==> config.mk <==
export PLATFORM = sky130hd
export DESIGN_NAME = strobe_regblock
export DESIGN_NICKNAME = d
export VERILOG_FILES = /design/src/rtl/sbrb_pkg.sv /design/src/rtl/sbrb_decode.sv /design/src/rtl/sbrb_regs.sv /design/src/rtl/sbrb_resp.sv /design/src/rtl/strobe_regblock.sv
export SDC_FILE = /design/constraint.sdc
export NUM_CORES = 1
export LEC_CHECK = 0
export BUFFER_PORTS_ARGS = -buffer_cell sky130_fd_sc_hd__buf_4
export CAP_MARGIN = 5
export CELL_PAD_IN_SITES_DETAIL_PLACEMENT = 1
export CELL_PAD_IN_SITES_GLOBAL_PLACEMENT = 2
export CORE_MARGIN = 2
export CORE_UTILIZATION = 35
export CTS_CLUSTER_DIAMETER = 200
export CTS_CLUSTER_SIZE = 24
export DETAILED_ROUTE_END_ITERATION = 8
export PLACE_DENSITY_LB_ADDON = 0.2
export SLEW_MARGIN = 10
export SYNTH_ARGS = -nofsm -noshare
export SYNTH_HDL_FRONTEND = slang
export SYNTH_HIERARCHICAL = 1
export SYNTH_SLANG_ARGS = --single-unit
==> constraint.sdc <==
create_clock -name clk -period 2.2 [get_ports clk]
set_input_delay 0.22 -clock clk [delete_from_list [all_inputs] [get_ports clk]]
set_output_delay 0.22 -clock clk [all_outputs]
set_load 0.02 [all_outputs]
==> src/rtl/sbrb_pkg.sv <==
`timescale 1ns/1ps
// Package: shared transfer classification for the strobe register bank.
// Assumes one request per cycle, so a transfer is exactly one of these kinds.
package sbrb_pkg;

    typedef enum logic [1:0] {
        XFER_NONE = 2'd0,
        XFER_RD   = 2'd1,
        XFER_WR   = 2'd2
    } xfer_e;

    // Classify the request lines into a transfer kind.
    function automatic xfer_e classify(input logic req, input logic is_wr);
        if (!req)  return XFER_NONE;
        if (is_wr) return XFER_WR;
        return XFER_RD;
    endfunction

endpackage

==> src/rtl/sbrb_decode.sv <==
`timescale 1ns/1ps
// Module: sbrb_decode
// Turns a byte address into a one-hot register select and a hit flag.
// Assumes registers are DATA_W wide, packed at consecutive aligned offsets
// starting at zero. Misaligned or out-of-range addresses give hit = 0.
module sbrb_decode #(
    parameter int ADDR_W   = 6,
    parameter int DATA_W   = 32,
    parameter int NUM_REGS = 4
) (
    input  logic [ADDR_W-1:0]   addr,
    output logic                hit,
    output logic [NUM_REGS-1:0] sel
);
    localparam int BYTE_SH = $clog2(DATA_W / 8);
    localparam int WORD_W  = ADDR_W - BYTE_SH;

    logic [WORD_W-1:0] word_idx;
    logic              aligned;

    // Split the address into word index and byte offset.
    always_comb begin
        word_idx = addr[ADDR_W-1:BYTE_SH];
        aligned  = (addr[BYTE_SH-1:0] == '0);
    end

    // One select line per register.
    for (genvar g = 0; g < NUM_REGS; g++) begin : g_sel
        assign sel[g] = aligned && (word_idx == WORD_W'(g));
    end

    // Hit if any register is selected.
    assign hit = |sel;
endmodule

==> src/rtl/sbrb_regs.sv <==
`timescale 1ns/1ps
// Module: sbrb_regs
// Plain storage registers with per-bit masked writes and a one-hot read mux.
// Assumes sel is one-hot or zero and that wr_en is asserted only for an
// accepted write to a mapped address.
module sbrb_regs #(
    parameter int DATA_W   = 32,
    parameter int NUM_REGS = 4
) (
    input  logic                clk,
    input  logic                rst_n,
    input  logic                wr_en,
    input  logic [NUM_REGS-1:0] sel,
    input  logic [DATA_W-1:0]   wr_data,
    input  logic [DATA_W-1:0]   wr_mask,
    output logic [DATA_W-1:0]   rd_word
);
    logic [NUM_REGS-1:0][DATA_W-1:0] store_q;

    for (genvar g = 0; g < NUM_REGS; g++) begin : g_reg
        // Update enabled bits of this register on a selected write.
        always_ff @(posedge clk) begin
            if (!rst_n) begin
                store_q[g] <= '0;
            end else if (wr_en && sel[g]) begin
                store_q[g] <= (store_q[g] & ~wr_mask) | (wr_data & wr_mask);
            end
        end
    end

    // OR together the selected register; zero when nothing is selected.
    always_comb begin
        rd_word = '0;
        for (int i = 0; i < NUM_REGS; i++) begin
            if (sel[i]) rd_word = rd_word | store_q[i];
        end
    end
endmodule

==> src/rtl/sbrb_resp.sv <==
`timescale 1ns/1ps
// Module: sbrb_resp
// Registers the read response and tracks the read in flight.
// Assumes a read is acknowledged exactly one cycle after acceptance; the
// in-flight flag doubles as the write stall so a same-cycle write ack
// cannot collide with the read ack.
module sbrb_resp #(
    parameter int DATA_W = 32
) (
    input  logic              clk,
    input  logic              rst_n,
    input  logic              rd_accept,
    input  logic              rd_hit,
    input  logic [DATA_W-1:0] rd_word,
    output logic              rd_busy,
    output logic              rd_ack,
    output logic              rd_err,
    output logic [DATA_W-1:0] rd_data
);
    logic              pend_q;
    logic              err_q;
    logic [DATA_W-1:0] data_q;

    // Capture the response of an accepted read for the next cycle.
    always_ff @(posedge clk) begin
        if (!rst_n) begin
            pend_q <= 1'b0;
            err_q  <= 1'b0;
            data_q <= '0;
        end else begin
            pend_q <= rd_accept;
            err_q  <= rd_accept && !rd_hit;
            data_q <= (rd_accept && rd_hit) ? rd_word : '0;
        end
    end

    // Drive the response outputs from the captured state.
    always_comb begin
        rd_busy = pend_q;
        rd_ack  = pend_q;
        rd_err  = pend_q && err_q;
        rd_data = pend_q ? data_q : '0;
    end
endmodule

==> src/rtl/strobe_regblock.sv <==
`timescale 1ns/1ps
// Module: strobe_regblock
// Register bank behind a strobe request/response handshake. Writes are
// acknowledged in the cycle they are accepted, reads one cycle later. A
// write is stalled while a read ack is due, which keeps acks ordered and
// never simultaneous. Assumes the requester holds a stalled request stable.
module strobe_regblock #(
    parameter int ADDR_W   = 6,
    parameter int DATA_W   = 32,
    parameter int NUM_REGS = 4
) (
    input  logic              clk,
    input  logic              rst_n,
    input  logic              req,
    input  logic [ADDR_W-1:0] req_addr,
    input  logic              req_wr,
    input  logic [DATA_W-1:0] wr_data,
    input  logic [DATA_W-1:0] wr_mask,
    output logic              stall_rd,
    output logic              stall_wr,
    output logic              rd_ack,
    output logic              rd_err,
    output logic [DATA_W-1:0] rd_data,
    output logic              wr_ack,
    output logic              wr_err
);
    import sbrb_pkg::*;

    xfer_e               kind;
    logic                hit;
    logic [NUM_REGS-1:0] sel;
    logic [DATA_W-1:0]   rd_word;
    logic                rd_busy;
    logic                rd_accept;
    logic                wr_accept;

    sbrb_decode #(
        .ADDR_W  (ADDR_W),
        .DATA_W  (DATA_W),
        .NUM_REGS(NUM_REGS)
    ) decode_i (
        .addr(req_addr),
        .hit (hit),
        .sel (sel)
    );

    // Decide which transfer, if any, is accepted this cycle.
    always_comb begin
        kind      = classify(req, req_wr);
        stall_rd  = 1'b0;
        stall_wr  = rd_busy;
        rd_accept = (kind == XFER_RD) && !stall_rd;
        wr_accept = (kind == XFER_WR) && !stall_wr;
    end

    sbrb_regs #(
        .DATA_W  (DATA_W),
        .NUM_REGS(NUM_REGS)
    ) regs_i (
        .clk    (clk),
        .rst_n  (rst_n),
        .wr_en  (wr_accept && hit),
        .sel    (sel),
        .wr_data(wr_data),
        .wr_mask(wr_mask),
        .rd_word(rd_word)
    );

    sbrb_resp #(
        .DATA_W(DATA_W)
    ) resp_i (
        .clk      (clk),
        .rst_n    (rst_n),
        .rd_accept(rd_accept),
        .rd_hit   (hit),
        .rd_word  (rd_word),
        .rd_busy  (rd_busy),
        .rd_ack   (rd_ack),
        .rd_err   (rd_err),
        .rd_data  (rd_data)
    );

    // Zero-latency write response.
    always_comb begin
        wr_ack = wr_accept;
        wr_err = wr_accept && !hit;
    end
endmodule

# Word-level counts from Yosys, hierarchy flattened
# Index checks and enable logic that the tools add are counted.
# word_totals
reg_bits,162
input_bits,74
output_inout_bits,38
word_cells,56
# classes
n_eq_ne,5
muxes,11
n_bitwise,13
n_reduce_logical,20
# op_table
operator,n
$or A32 B32 Y32,7
$and A32 B32 Y32,5
$mux W32,5
$not A32 Y32,1
$logic_and A1 B1 Y1,14
$eq A4 B2 Y1 const B,2
$mux W2,4
$eq A4 B1 Y1 const B,1
$logic_not A4 Y1,1
$reduce_or A4 Y1,1
$eq A2 B1 Y1 const B,1
$eq A2 B2 Y1 const B,1
$logic_not A1 Y1,2
$logic_not A2 Y1,1
$mux W1,2
$reduce_and A2 Y1,1

# Logic depth before layout (Yosys ltp)
# logic_depth
word_depth,9
mapped_depth,8
ltp_nobuf,6

# Hierarchy
# Netlist, hierarchy kept.
# modules_own_cells
module,n_inst,cells_each,area_per_inst_um2,seq_area_each_um2
sbrb_regs,1,700,6025.8,2562.5
sbrb_resp,1,114,1253.7,680.7
strobe_regblock,1,6,52.6,0.0
sbrb_decode,1,6,46.3,0.0

# Worst setup path after synthesis
# No wires, ideal clock.
# synth_timing
path_type,input to register
start,input port req_addr[1]
end,register resp_i.data_q[25]
setup_ps,60
arrival_time_ps,1687
required_time_ps,2140
path_slack_ps,452
stages,8
path_buffers,2
cell_sequence,or4_4 > inv_2 > and3_1 > buf_2 > buf_2 > a22oi_1 > nand2_1 > and4_2
# synth_between
elab_cells_between_ends,15
cone_classes,mux: 4; bitwise: 3; reduce/logical: 8
# synth_lines
item,line,text
from (decl),strobe_regblock.sv:15,"input logic [ADDR_W-1:0] req_addr,"
$logic_not A2 Y1 *,sbrb_decode.sv:24,aligned = (addr[BYTE_SH-1:0] == '0);
$logic_and A1 B1 Y1,sbrb_decode.sv:29,assign sel[g] = aligned && (word_idx == WORD_W'(g));
$reduce_or A4 Y1 *,sbrb_decode.sv:33,assign hit = |sel;
named net hit,strobe_regblock.sv:30,logic hit;
$logic_and A1 B1 Y1 *,sbrb_resp.sv:33,data_q <= (rd_accept && rd_hit) ? rd_word : '0;
$reduce_and A2 Y1 (no source line) *,-,
to (signal assigned),sbrb_resp.sv:33,
to (decl),sbrb_resp.sv:22,logic [DATA_W-1:0] data_q;
# The timed path passes the listed nets; every way through them passes the cells marked *.
# A chain may end at the register's enable or synchronous reset.

# Worst setup path after layout
# layout_timing
start,"register resp_i.pend_q, in the netlist resp_i/rd_ack"
end,output port rd_data[31]
# layout_between
elab_chain_len,1
# layout_rtl
item,line,text
from (decl),sbrb_resp.sv:20,logic pend_q;
from (signal assigned),sbrb_resp.sv:31,pend_q <= rd_accept;
$mux W32,sbrb_resp.sv:42,rd_data = pend_q ? data_q : '0;
to (decl),strobe_regblock.sv:23,"output logic [DATA_W-1:0] rd_data,"
# No other way between the ends.

==> results.json <==
{
  "initial_core_util_pct": 35.4,
  "cts_setup_buffers": 0,
  "n_fill_cell": 2382,
  "drtAntennaViolNets": 0,
  "synth.top_cell.area_share_pct": 44.0,
  "yosysSeqAreaShare_pct": 44.0,
  "critPathCaptureType": "output pin",
  "hpwlAfterDp_microns": 14000,
  "slew_headroom_pct": 62.6,
  "grt_max_degree": 58,
  "cts_sinks": 162,
  "drc_errors": 0,
  "cts_tree": "yes",
  "hold_viol": 0,
  "netlist_top_cells_count": "nand2_1, dfxtp_1, mux2i_1, nand3_1, a22oi_1",
  "max_cap_violations": 0,
  "synth_area_sq_um": 7380,
  "core_area_sq_um": 20800,
  "synth_nets": 900,
  "synth.top_cells.by_area": "dfxtp_1, mux2i_1, nand2_1, nand3_1, a22oi_1",
  "numCtsBuffers": 17,
  "port_buffers": 110,
  "synth-main-ff-cell": "dfxtp_1",
  "slew_violations": 0,
  "vias_per_cell": 5.29,
  "hold_path_class": "input port to flip-flop",
  "synth_area_leader_cell": "dfxtp_1",
  "wl_per_cell_microns": 18.0,
  "worstPathArrival_ps": 1780,
  "final_core_util_pct": 43.6,
  "grt_util_met3_pct": 3.61,
  "post-route-period-util_pct": 91.1,
  "cts_resized": 0,
  "syn_area_per_cell_sq_um": 8.93,
  "setup-tns-final_ps": 0,
  "firstDrtPassIters": 4,
  "setup_violations": 0,
  "grt_pass1_wl_microns": 34400,
  "powerDensity_nw_per_um2": 721,
  "p_leak_uw": 0.00426,
  "ios": 112,
  "grtUsageMet2_pct": 35.9,
  "yosysUniqueCellTypes": 24,
  "synth_edf_count": 0,
  "grt_pass1_vias": 6606,
  "htreeDepth": 4,
  "hold_buffers": 0,
  "grt.busiest_layer": "met2",
  "startpoint_type": "flip-flop",
  "insertion_delay_ps": 420,
  "vias": 6280,
  "worstPathRequired_ps": 1980,
  "die_area_sq_um": 22300,
  "areaGrowthSynthToFinish_pct": 23.1,
  "yosysMostFrequentCell": "nand2_1",
  "diodes": 0,
  "gr-usage-all-layers_pct": 19.7,
  "syn-instance-count": 826,
  "outcome": "finished, final reports clean",
  "yosys_warnings": 6,
  "clock_tree.root_cell": "clkbuf_16",
  "wl_microns": 21400,
  "nets": 975,
  "peakVddDrop_mv": 0.453,
  "rsz0062_at_grt": "false",
  "fp.dieW_microns": 149,
  "core.rowCount": 53,
  "grt_remaining_overflow": 0,
  "gp_congestion": 0.725,
  "drive_gt1_share_pct": 18.5,
  "ys_ff_latch": 162,
  "crit_type": "flip-flop to output pin",
  "antenna_found_initial": 0,
  "timing.final.crit_period_ps": 2000,
  "fp.dieH_microns": 149,
  "fmaxAchievable_ghz": 0.499,
  "drt-initial-drc-count": 261,
  "cts.reportedPaths.clkPinSlew_ps": 60,
  "worst_slew_pin_slew_ps": 561,
  "crit_fanout": 25,
  "grt_use_met1_pct": 23.7,
  "skew_ps": 8.96,
  "async_flop_share_pct": 0,
  "clock_tree.buffer_depth": 2
}
-- cell usage in the layout, fill, tap and decap left out, drive strengths merged, types with 5 or more instances in the layout --
cell and instances:
a22oi 64, and2 34, and4 32, buf 130
bufinv 5, clkbuf 22, dfxtp 162, mux2i 128
nand2 192, nand3 128
-- kinds of logic (layout without fill, tap and decap cells) --
family / count (synthesis) / after routing / share of synthesized area [%]
AND/OR/NAND/NOR: 396 / 396 / 26.4
flip-flops: 162 / 162 / 44.0
multiplexers: 128 / 128 / 17.4
buffers and inverters: 75 / 162 / 5.68
AO/OA/AOI/OAI: 64 / 64 / 6.51
other: 1 / 1 / 0.0508
-- worst max-delay path, cell delays in order (launching register included) --
cell and delay [ps]:
dfxtp_1 610, buf_4 350, and2_1 240, buf_4 160
-- final cells by class --
cell class / instances / area, sq um / area share (%)
repair buffers: 130 / 1110 / 12.3
clock buffers: 22 / 464 / 5.11
clock inverters: 9 / 179 / 1.97
multi-input cells: 589 / 3740 / 41.1
inverters: 1 / 3.75 / 0.0413
flip-flops and latches: 162 / 3240 / 35.7
well taps: 275 / 344 / 3.79
-- per-stage QoR --
stage | instances | worst slack (ps) | power, uW | hold WS [ps] | instance area (sq um)
global route | 1188 | 37.8 | 6770 | 119 | 9080
finish | 1188 | 196 | 6550 | 121 | 9080
global placement | 1157 | 135 | 3330 | 444 | 8440
floorplan | 826 | 452 | 3140 | 408 | 7380
detailed placement | 1157 | 135 | 3340 | 455 | 8440
CTS | 1188 | 128 | 6620 | 108 | 9080
-- layer usage --
layer  vias up  part of all wire [%]  wire (microns)
li1       3044                     -               -
met1      3127                    44            9500
met2        95                    52           11100
met3        14                   2.8             599
met4         0                   1.3             269
met5         -                     0               0
-- final timing paths --
| path | start | to | slack (ps) | depth (start not counted) |
|---|---|---|---|---|
| min | wr_data[17] | flip-flop | 120 | 3 |
| max | resp_i/rd_ack | rd_data[31] | 200 | 3 |
| max reg2reg | resp_i/rd_ack | flip-flop | 570 | 4 |
| min reg2reg | flip-flop | flip-flop | 460 | 2 |
-- power breakdown --
part / leakage, uW / internal [uW] / switching [uW]
Combinational: 0.00265 / 131 / 205
Sequential: 0.00130 / 2930 / 3.03
Clock: 0.000306 / 2070 / 1210
Total: 0.00426 / 5140 / 1410
(Power assumes the default switching activity.)
